File: config.mk
export PLATFORM = sky130hd
export DESIGN_NAME = pam4_edge_pd
export DESIGN_NICKNAME = d
export VERILOG_FILES = /design/src/rtl/pam_pd_pkg.sv /design/src/rtl/pam_pd_ctrl.sv /design/src/rtl/pam_pd_dp.sv /design/src/rtl/pam4_edge_pd.sv
export SDC_FILE = /design/constraint.sdc
export NUM_CORES = 1
export LEC_CHECK = 0
export BUFFER_PORTS_ARGS = -buffer_cell sky130_fd_sc_hd__buf_4
export CORE_AREA = 2 2 39 41
export DETAILED_ROUTE_END_ITERATION = 8
export DIE_AREA = 0 0 41 43
export HOLD_SLACK_MARGIN = 0.08
export SYNTH_ARGS = -nofsm -noshare
export SYNTH_HDL_FRONTEND = slang
export SYNTH_HIERARCHICAL = 1
export SYNTH_SLANG_ARGS = --single-unit
export TNS_END_PERCENT = 10
File: constraint.sdc
create_clock -name clk -period 2.5 [get_ports clk]
set_clock_uncertainty 0.15 [all_clocks]
set_input_delay 0.125 -clock clk [delete_from_list [all_inputs] [get_ports clk]]
set_output_delay 0.125 -clock clk [all_outputs]
set_load 0.02 [all_outputs]
File: src/rtl/pam_pd_pkg.sv
package pam_pd_pkg;

  typedef enum logic [1:0] {
    THR_LOW  = 2'd0,
    THR_ZERO = 2'd1,
    THR_HIGH = 2'd2
  } edgeThr_e;

  typedef struct packed {
    logic     qualify;
    logic     prevAbove;
    edgeThr_e thrSel;
  } pdStrobe_t;

endpackage

File: src/rtl/pam_pd_ctrl.sv
module pam_pd_ctrl
  import pam_pd_pkg::*;
#(
  parameter int NUM_LEVELS = 4,
  parameter int IDX_W      = $clog2(NUM_LEVELS)
) (
  input  logic             prevOk,
  input  logic [IDX_W-1:0] prevIdx,
  input  logic [IDX_W-1:0] curIdx,
  output pdStrobe_t        strobes
);

  localparam logic [IDX_W:0]   SYM_SUM  = (IDX_W+1)'(NUM_LEVELS - 1);
  localparam logic [IDX_W-1:0] SKIP_GAP = IDX_W'(2);

  logic [IDX_W:0]   pairSum;
  logic [IDX_W-1:0] gapAbs;
  logic             isSymmetric;
  logic             isSkipOne;

  always_comb begin
    pairSum     = {1'b0, prevIdx} + {1'b0, curIdx};
    gapAbs      = (prevIdx > curIdx) ? (prevIdx - curIdx) : (curIdx - prevIdx);
    isSymmetric = (prevIdx != curIdx) && (pairSum == SYM_SUM);
    isSkipOne   = (gapAbs == SKIP_GAP);

    strobes.qualify   = prevOk && (isSymmetric || isSkipOne);
    strobes.prevAbove = (prevIdx > curIdx);
    if (isSymmetric)
      strobes.thrSel = THR_ZERO;
    else if (pairSum > SYM_SUM)
      strobes.thrSel = THR_HIGH;
    else
      strobes.thrSel = THR_LOW;
  end

  // a repeated level can never be passed on as qualifying
  always_comb begin
    if (strobes.qualify)
      assert_qual_differs_R6 : assert (prevIdx != curIdx);
  end

endmodule

File: src/rtl/pam_pd_dp.sv
module pam_pd_dp
  import pam_pd_pkg::*;
#(
  parameter int NUM_LEVELS = 4,
  parameter int THERM_W    = NUM_LEVELS - 1,
  parameter int IDX_W      = $clog2(NUM_LEVELS)
) (
  input  logic               clk,
  input  logic               rstN,
  input  logic [THERM_W-1:0] dataTherm,
  input  logic [THERM_W-1:0] edgeTherm,
  input  pdStrobe_t          strobes,
  output logic               prevOk,
  output logic [IDX_W-1:0]   prevIdx,
  output logic [IDX_W-1:0]   curIdx,
  output logic               early,
  output logic               late,
  output logic               updValid
);

  localparam int BIT_LOW  = 0;
  localparam int BIT_ZERO = THERM_W / 2;
  localparam int BIT_HIGH = THERM_W - 1;

  logic edgeAbove;

  always_comb begin
    curIdx = IDX_W'($countones(dataTherm));
    unique case (strobes.thrSel)
      THR_LOW:  edgeAbove = edgeTherm[BIT_LOW];
      THR_HIGH: edgeAbove = edgeTherm[BIT_HIGH];
      default:  edgeAbove = edgeTherm[BIT_ZERO];
    endcase
  end

  always_ff @(posedge clk or negedge rstN) begin
    if (!rstN) begin
      prevOk  <= 1'b0;
      prevIdx <= '0;
    end else begin
      prevOk  <= 1'b1;
      prevIdx <= curIdx;
    end
  end

  always_ff @(posedge clk or negedge rstN) begin
    if (!rstN) begin
      early    <= 1'b0;
      late     <= 1'b0;
      updValid <= 1'b0;
    end else begin
      early    <= strobes.qualify && (edgeAbove == strobes.prevAbove);
      late     <= strobes.qualify && (edgeAbove != strobes.prevAbove);
      updValid <= strobes.qualify;
    end
  end

  assert_excl_R7 : assert property (@(posedge clk) disable iff (!rstN)
    !(early && late));

  assert_valid_match_R8 : assert property (@(posedge clk) disable iff (!rstN)
    updValid == (early || late));

  assert_first_after_reset_R9 : assert property (@(posedge clk) disable iff (!rstN)
    updValid |-> $past(prevOk));

  assert_nonqual_silent_R6 : assert property (@(posedge clk) disable iff (!rstN)
    !strobes.qualify |=> (!early && !late));

  assert_latency_R10 : assert property (@(posedge clk) disable iff (!rstN)
    strobes.qualify |=> updValid);

endmodule

File: src/rtl/pam4_edge_pd.sv
module pam4_edge_pd
  import pam_pd_pkg::*;
#(
  parameter int NUM_LEVELS = 4,
  parameter int THERM_W    = NUM_LEVELS - 1,
  parameter int IDX_W      = $clog2(NUM_LEVELS)
) (
  input  logic               clk,
  input  logic               rstN,
  input  logic [THERM_W-1:0] dataTherm,
  input  logic [THERM_W-1:0] edgeTherm,
  output logic               early,
  output logic               late,
  output logic               updValid
);

  pdStrobe_t        strobes;
  logic             prevOk;
  logic [IDX_W-1:0] prevIdx;
  logic [IDX_W-1:0] curIdx;

  pam_pd_ctrl #(
    .NUM_LEVELS(NUM_LEVELS),
    .IDX_W     (IDX_W)
  ) uCtrl (
    .prevOk (prevOk),
    .prevIdx(prevIdx),
    .curIdx (curIdx),
    .strobes(strobes)
  );

  pam_pd_dp #(
    .NUM_LEVELS(NUM_LEVELS),
    .THERM_W   (THERM_W),
    .IDX_W     (IDX_W)
  ) uDp (
    .clk      (clk),
    .rstN     (rstN),
    .dataTherm(dataTherm),
    .edgeTherm(edgeTherm),
    .strobes  (strobes),
    .prevOk   (prevOk),
    .prevIdx  (prevIdx),
    .curIdx   (curIdx),
    .early    (early),
    .late     (late),
    .updValid (updValid)
  );

endmodule

Yosys cells after proc, flatten, opt, wreduce, memory -nomap -nowiden
Cells that the tools add are included.
{ "word_totals": {"ff_bits": 6, "word_cells": 28} }
{ "classes": {"reduce_logical": 6, "n_eq_ne": 6, "n_addsub": 5, "n_lt_le_gt_ge": 2, "muxes": 4} }
{ "ops": {"columns": ["op", "count"], "rows": [
  ["2-to-1 mux 2 bit", 3],
  ["== test 2 bit (second input constant)", 2],
  ["logical AND 1 bit", 4],
  ["subtractor 2 bit", 2],
  ["adder 2 x 2 -> 3 bit", 1],
  ["== test 3 x 2 -> 1 bit (second input constant)", 1],
  ["greater-than comparator 3 x 2 -> 1 bit (second input constant)", 1],
  ["adder 1 x 1 -> 2 bit", 1],
  ["adder 2 x 1 -> 2 bit", 1],
  ["greater-than comparator 2 bit", 1],
  ["logical NOT 2 bit", 1],
  ["inequality test 2 bit", 1],
  ["one-hot mux 1 bit (2 select lines)", 1],
  ["== test 1 bit", 1],
  ["logical OR 1 bit", 1],
  ["inequality test 1 bit", 1]
]} }

Logic depth before layout (Yosys ltp)
{ "depth": {"depth_word": 10, "depth_mapped": 9, "mapped_depth_nobuf": 8} }

Modules after synthesis
Netlist, hierarchy kept.
{ "by_module_without_submodules": {"columns": ["mod", "instances", "area_each_um2", "seq_area_each_um2", "cells_per_inst"], "rows": [
  ["pam_pd_dp", 1, 241.5, 150.1, 16],
  ["pam_pd_ctrl", 1, 127.6, 0.0, 15]
]} }

Worst setup path before layout
OpenSTA, ideal clock, no wires.
{ "synth_timing": {"kind": "input port to flip-flop", "from": "input dataTherm[0]", "to": "register uDp.late", "setup_ns": 0.065, "required_time_ns": 2.285, "arrival_ns": 2.045, "cell_stages": 9, "slack_ns": 0.240, "n_path_buf": 1, "path_cell_list": "fa_1 ha_1 inv_1 fa_1 nor3b_2 buf_4 and2b_1 a211oi_2 o21a_1"} }
{ "synth_rtl": {"columns": ["element", "line", "rtl"], "rows": [
  ["start, declared", "pam4_edge_pd.sv:10", "input logic [THERM_W-1:0] dataTherm,"],
  ["end signal, assigned", "pam_pd_dp.sv:53", "late <= strobes.qualify && (edgeAbove != strobes.prevAbove);"],
  ["end, declared", "pam_pd_dp.sv:17", "output logic late,"]
]} }

==> summary.txt <==
Run status
  • Outcome: completed

Finish
  • Layout area overhead: 42.7%
  • Most frequent cells in the layout: 11 x buf_4, 6 x inv_1, 6 x dfrtp_1
  • Fill cell count: about 150
  • Commonest non-fill, non-tap cell in the layout: buf_4
  • Antenna diode count: 0
  • Share of layout cells above drive strength 1: 0.375
  • Nets: 63

Routing
  • Avg Vias per Cell: roughly 4.0
  • Initial drt markers: 0
  • Final ANT Viol Nets: 0
  • DRC: 0
  • WL per Instance: just under 9 um
  • Post-Route WL: 565 um
  • 1st-pass router iterations: 1
  • Via count: between 200 and 300

Placement
  • RePlAce Congestion: slightly above 0.6
  • DP HPWL: roughly 470 um
  • Port buffer count: 10

GRT
  • Initial antenna violation count: 0
  • Gr ovfl total: 0
  • Vias in the first global route: about 260
  • First-pass GRT wire length: ~900 um
  • All-layer global routing usage: 0.0783
  • Pin count of the biggest net entering global routing: 6

Setup path
  • Crit path max-delay family: adder cells
  • CP Cell Sequence: buf_4 > fa_1 > ha_1 > inv_1 > fa_1 > nor3b_2 > inv_1 > a211oi_2 > o21a_1
  • Worst Path Required: approximately 2.5 ns
  • Setup CP Type: input pin to register
  • Setup crit end kind: register
  • Setup crit start kind: input pin
  • Worst-path cell with the longest stage delay: fa_1
  • Crit path largest cell delay: between 0.5 and 0.6 ns
  • Worst EP arrival: 2.19 ns
  • Worst path bufs/invs: 3
  • Critical path fanouts, max: 5

Yosys
  • Cell Area, Synth: around 370 um2
  • Sequential-to-total area share from yosys stat: 0.407
  • Syn nets: 44
  • Synth Instances: 31
  • Top-area cell type share of the netlist area: 0.407
  • Synth Register Bits: 6
  • Synth cell types: 16
  • Area contributors post-synth: dfrtp_1 41%, fa_1 11%, ha_1 10%, nor3b_2 6.8%, inv_1 6.1%
  • Syn avg cell area: 11.9 um2
  • Synth warn: 6
  • Synth area leader: dfrtp_1

Clock network
  • Worst-path clk slew: approximately 0.040 ns
  • # H-tree levels: 1
  • CTS tree: done
  • Clock sink count: 6
  • Post-CTS sizing: 0
  • Max clock buf depth: 2
  • CTS Buf Count: 3
  • CTS root buf: clkbuf_4
  • Clk_lat worst skew: 0.23 ns

Floorplanning
  • Core Region: around 0.0014 mm2
  • Starting Density: 0.267
  • Rows: 14
  • Die Area: roughly 0.0018 mm2
  • Chip height: about 43 um
  • # IOs: 11
  • Die span in x: 41 um

Power and ir drop
  • Total power: roughly 320 uW
  • Peak supply drop: between 0.0002 and 0.0003 V
  • P per Cell Area: 616 mW/mm2
  • Static Leak: 0.000275 uW

STA
  • RSZ-0062 raised after global routing: false
  • Max-slew violations: 0
  • Period utilization: 0.864
  • Post-route minimum period: about 2.2 ns
  • Min Hold Slack: 0.139 ns
  • Final setup viols: 0
  • Setup TNS after final layout: 0 ns
  • Final hold vios: 0
  • Max Fclk: 0.463 GHz

Run
  • Max Cap Violations: 0

Min path
  • Worst min-delay path class: input pin to register
-- report_power, final --
| group | switching, uW | leakage [uW] | total, uW | internal [uW] |
|---|---|---|---|---|
| logic | 61.4 | 0.000186 | 127 | 65.2 |
| clock network | 28.5 | 0.0000138 | 82.3 | 53.9 |
| registers | 4.76 | 0.0000753 | 116 | 111 |
-- routing by layer --
metal	track usage	part of all wire	wire length, um	vias to the layer above
met3	0.0157	0.048	27	0
met2	0.138	0.56	318	3
met1	0.0705	0.39	219	122
met5	0	0	0	-
li1	-	-	-	131
met4	0.0600	0	0	0
-- through the flow --
step                utilization  setup slack, ns  area (um2)  std cells
global route              0.381            0.183         527         64
detailed placement        0.335           0.0676         464         57
CTS                       0.381            0.315         527         64
finish                    0.381            0.339         527         64
floorplan                     -            0.240         369         31
global placement          0.335           0.0680         464         57
-- cell families (layout without fill, tap and decap cells) --
logic type,after synthesis,count (layout),synth area share
multiplexers,1,1,0.0271
AND/OR/NAND/NOR,6,6,0.139
buffers and inverters,7,24,0.0814
adder cells (fa/ha/maj),5,5,0.210
flip-flops,6,6,0.407
other,1,1,0.0102
AO/OA/AOI/OAI,5,5,0.125
-- state kept, by name, indices dropped and copies added, names as in the netlist --
name	flops
uDp/early	1
uDp/late	1
uDp/prevIdx	2
uDp/prevOk	1
uDp/updValid	1
-- cells in the mapped netlist --
library cell,instances
dfrtp_1,6
inv_1,6
ha_1,3
fa_1,2
nor3b_2,2
o21a_1,2
a211oi_2,1
a2bb2oi_1,1
and2b_1,1
buf_4,1
conb_1,1
mux2i_1,1
nand2_1,1
nor2b_1,1
nor2b_2,1
o211a_1,1
-- tightest hold or removal path, delay by kind of cell --
family | cells | cell delay, ns
adder cells (fa/ha/maj) | 1 | 0.17
buffers and inverters | 2 | 0.19
-- worst paths after layout --
path	cells past startpoint	start	slack, ns	to
setup reg to reg	7	uDp/prevIdx[0]	0.48	uDp/late
max in group asynchronous	4	rstN	0.85	uDp/early
hold / removal	3	dataTherm[2]	0.14	uDp/prevIdx[0]
hold reg to reg	1	uDp/prevOk	0.37	uDp/updValid
setup / recovery	9	dataTherm[0]	0.34	uDp/late
min in group asynchronous	3	rstN	0.62	uDp/updValid
-- repair_timing --
action	CTS	global route
hold buffers	4	0
endpoints found under the hold margin	7	0
buffers inserted	0	0
-- layout make-up --
type / instances / area (um2) / area share
repair buffers: 15 / 123 / 0.233
inverters: 6 / 22.5 / 0.0428
well taps: 16 / 20.0 / 0.0380
clock buffers: 3 / 22.5 / 0.0428
flip-flops and latches: 6 / 150 / 0.285
multi-input cells: 18 / 189 / 0.359
Power figures use the tool's default switching activity.
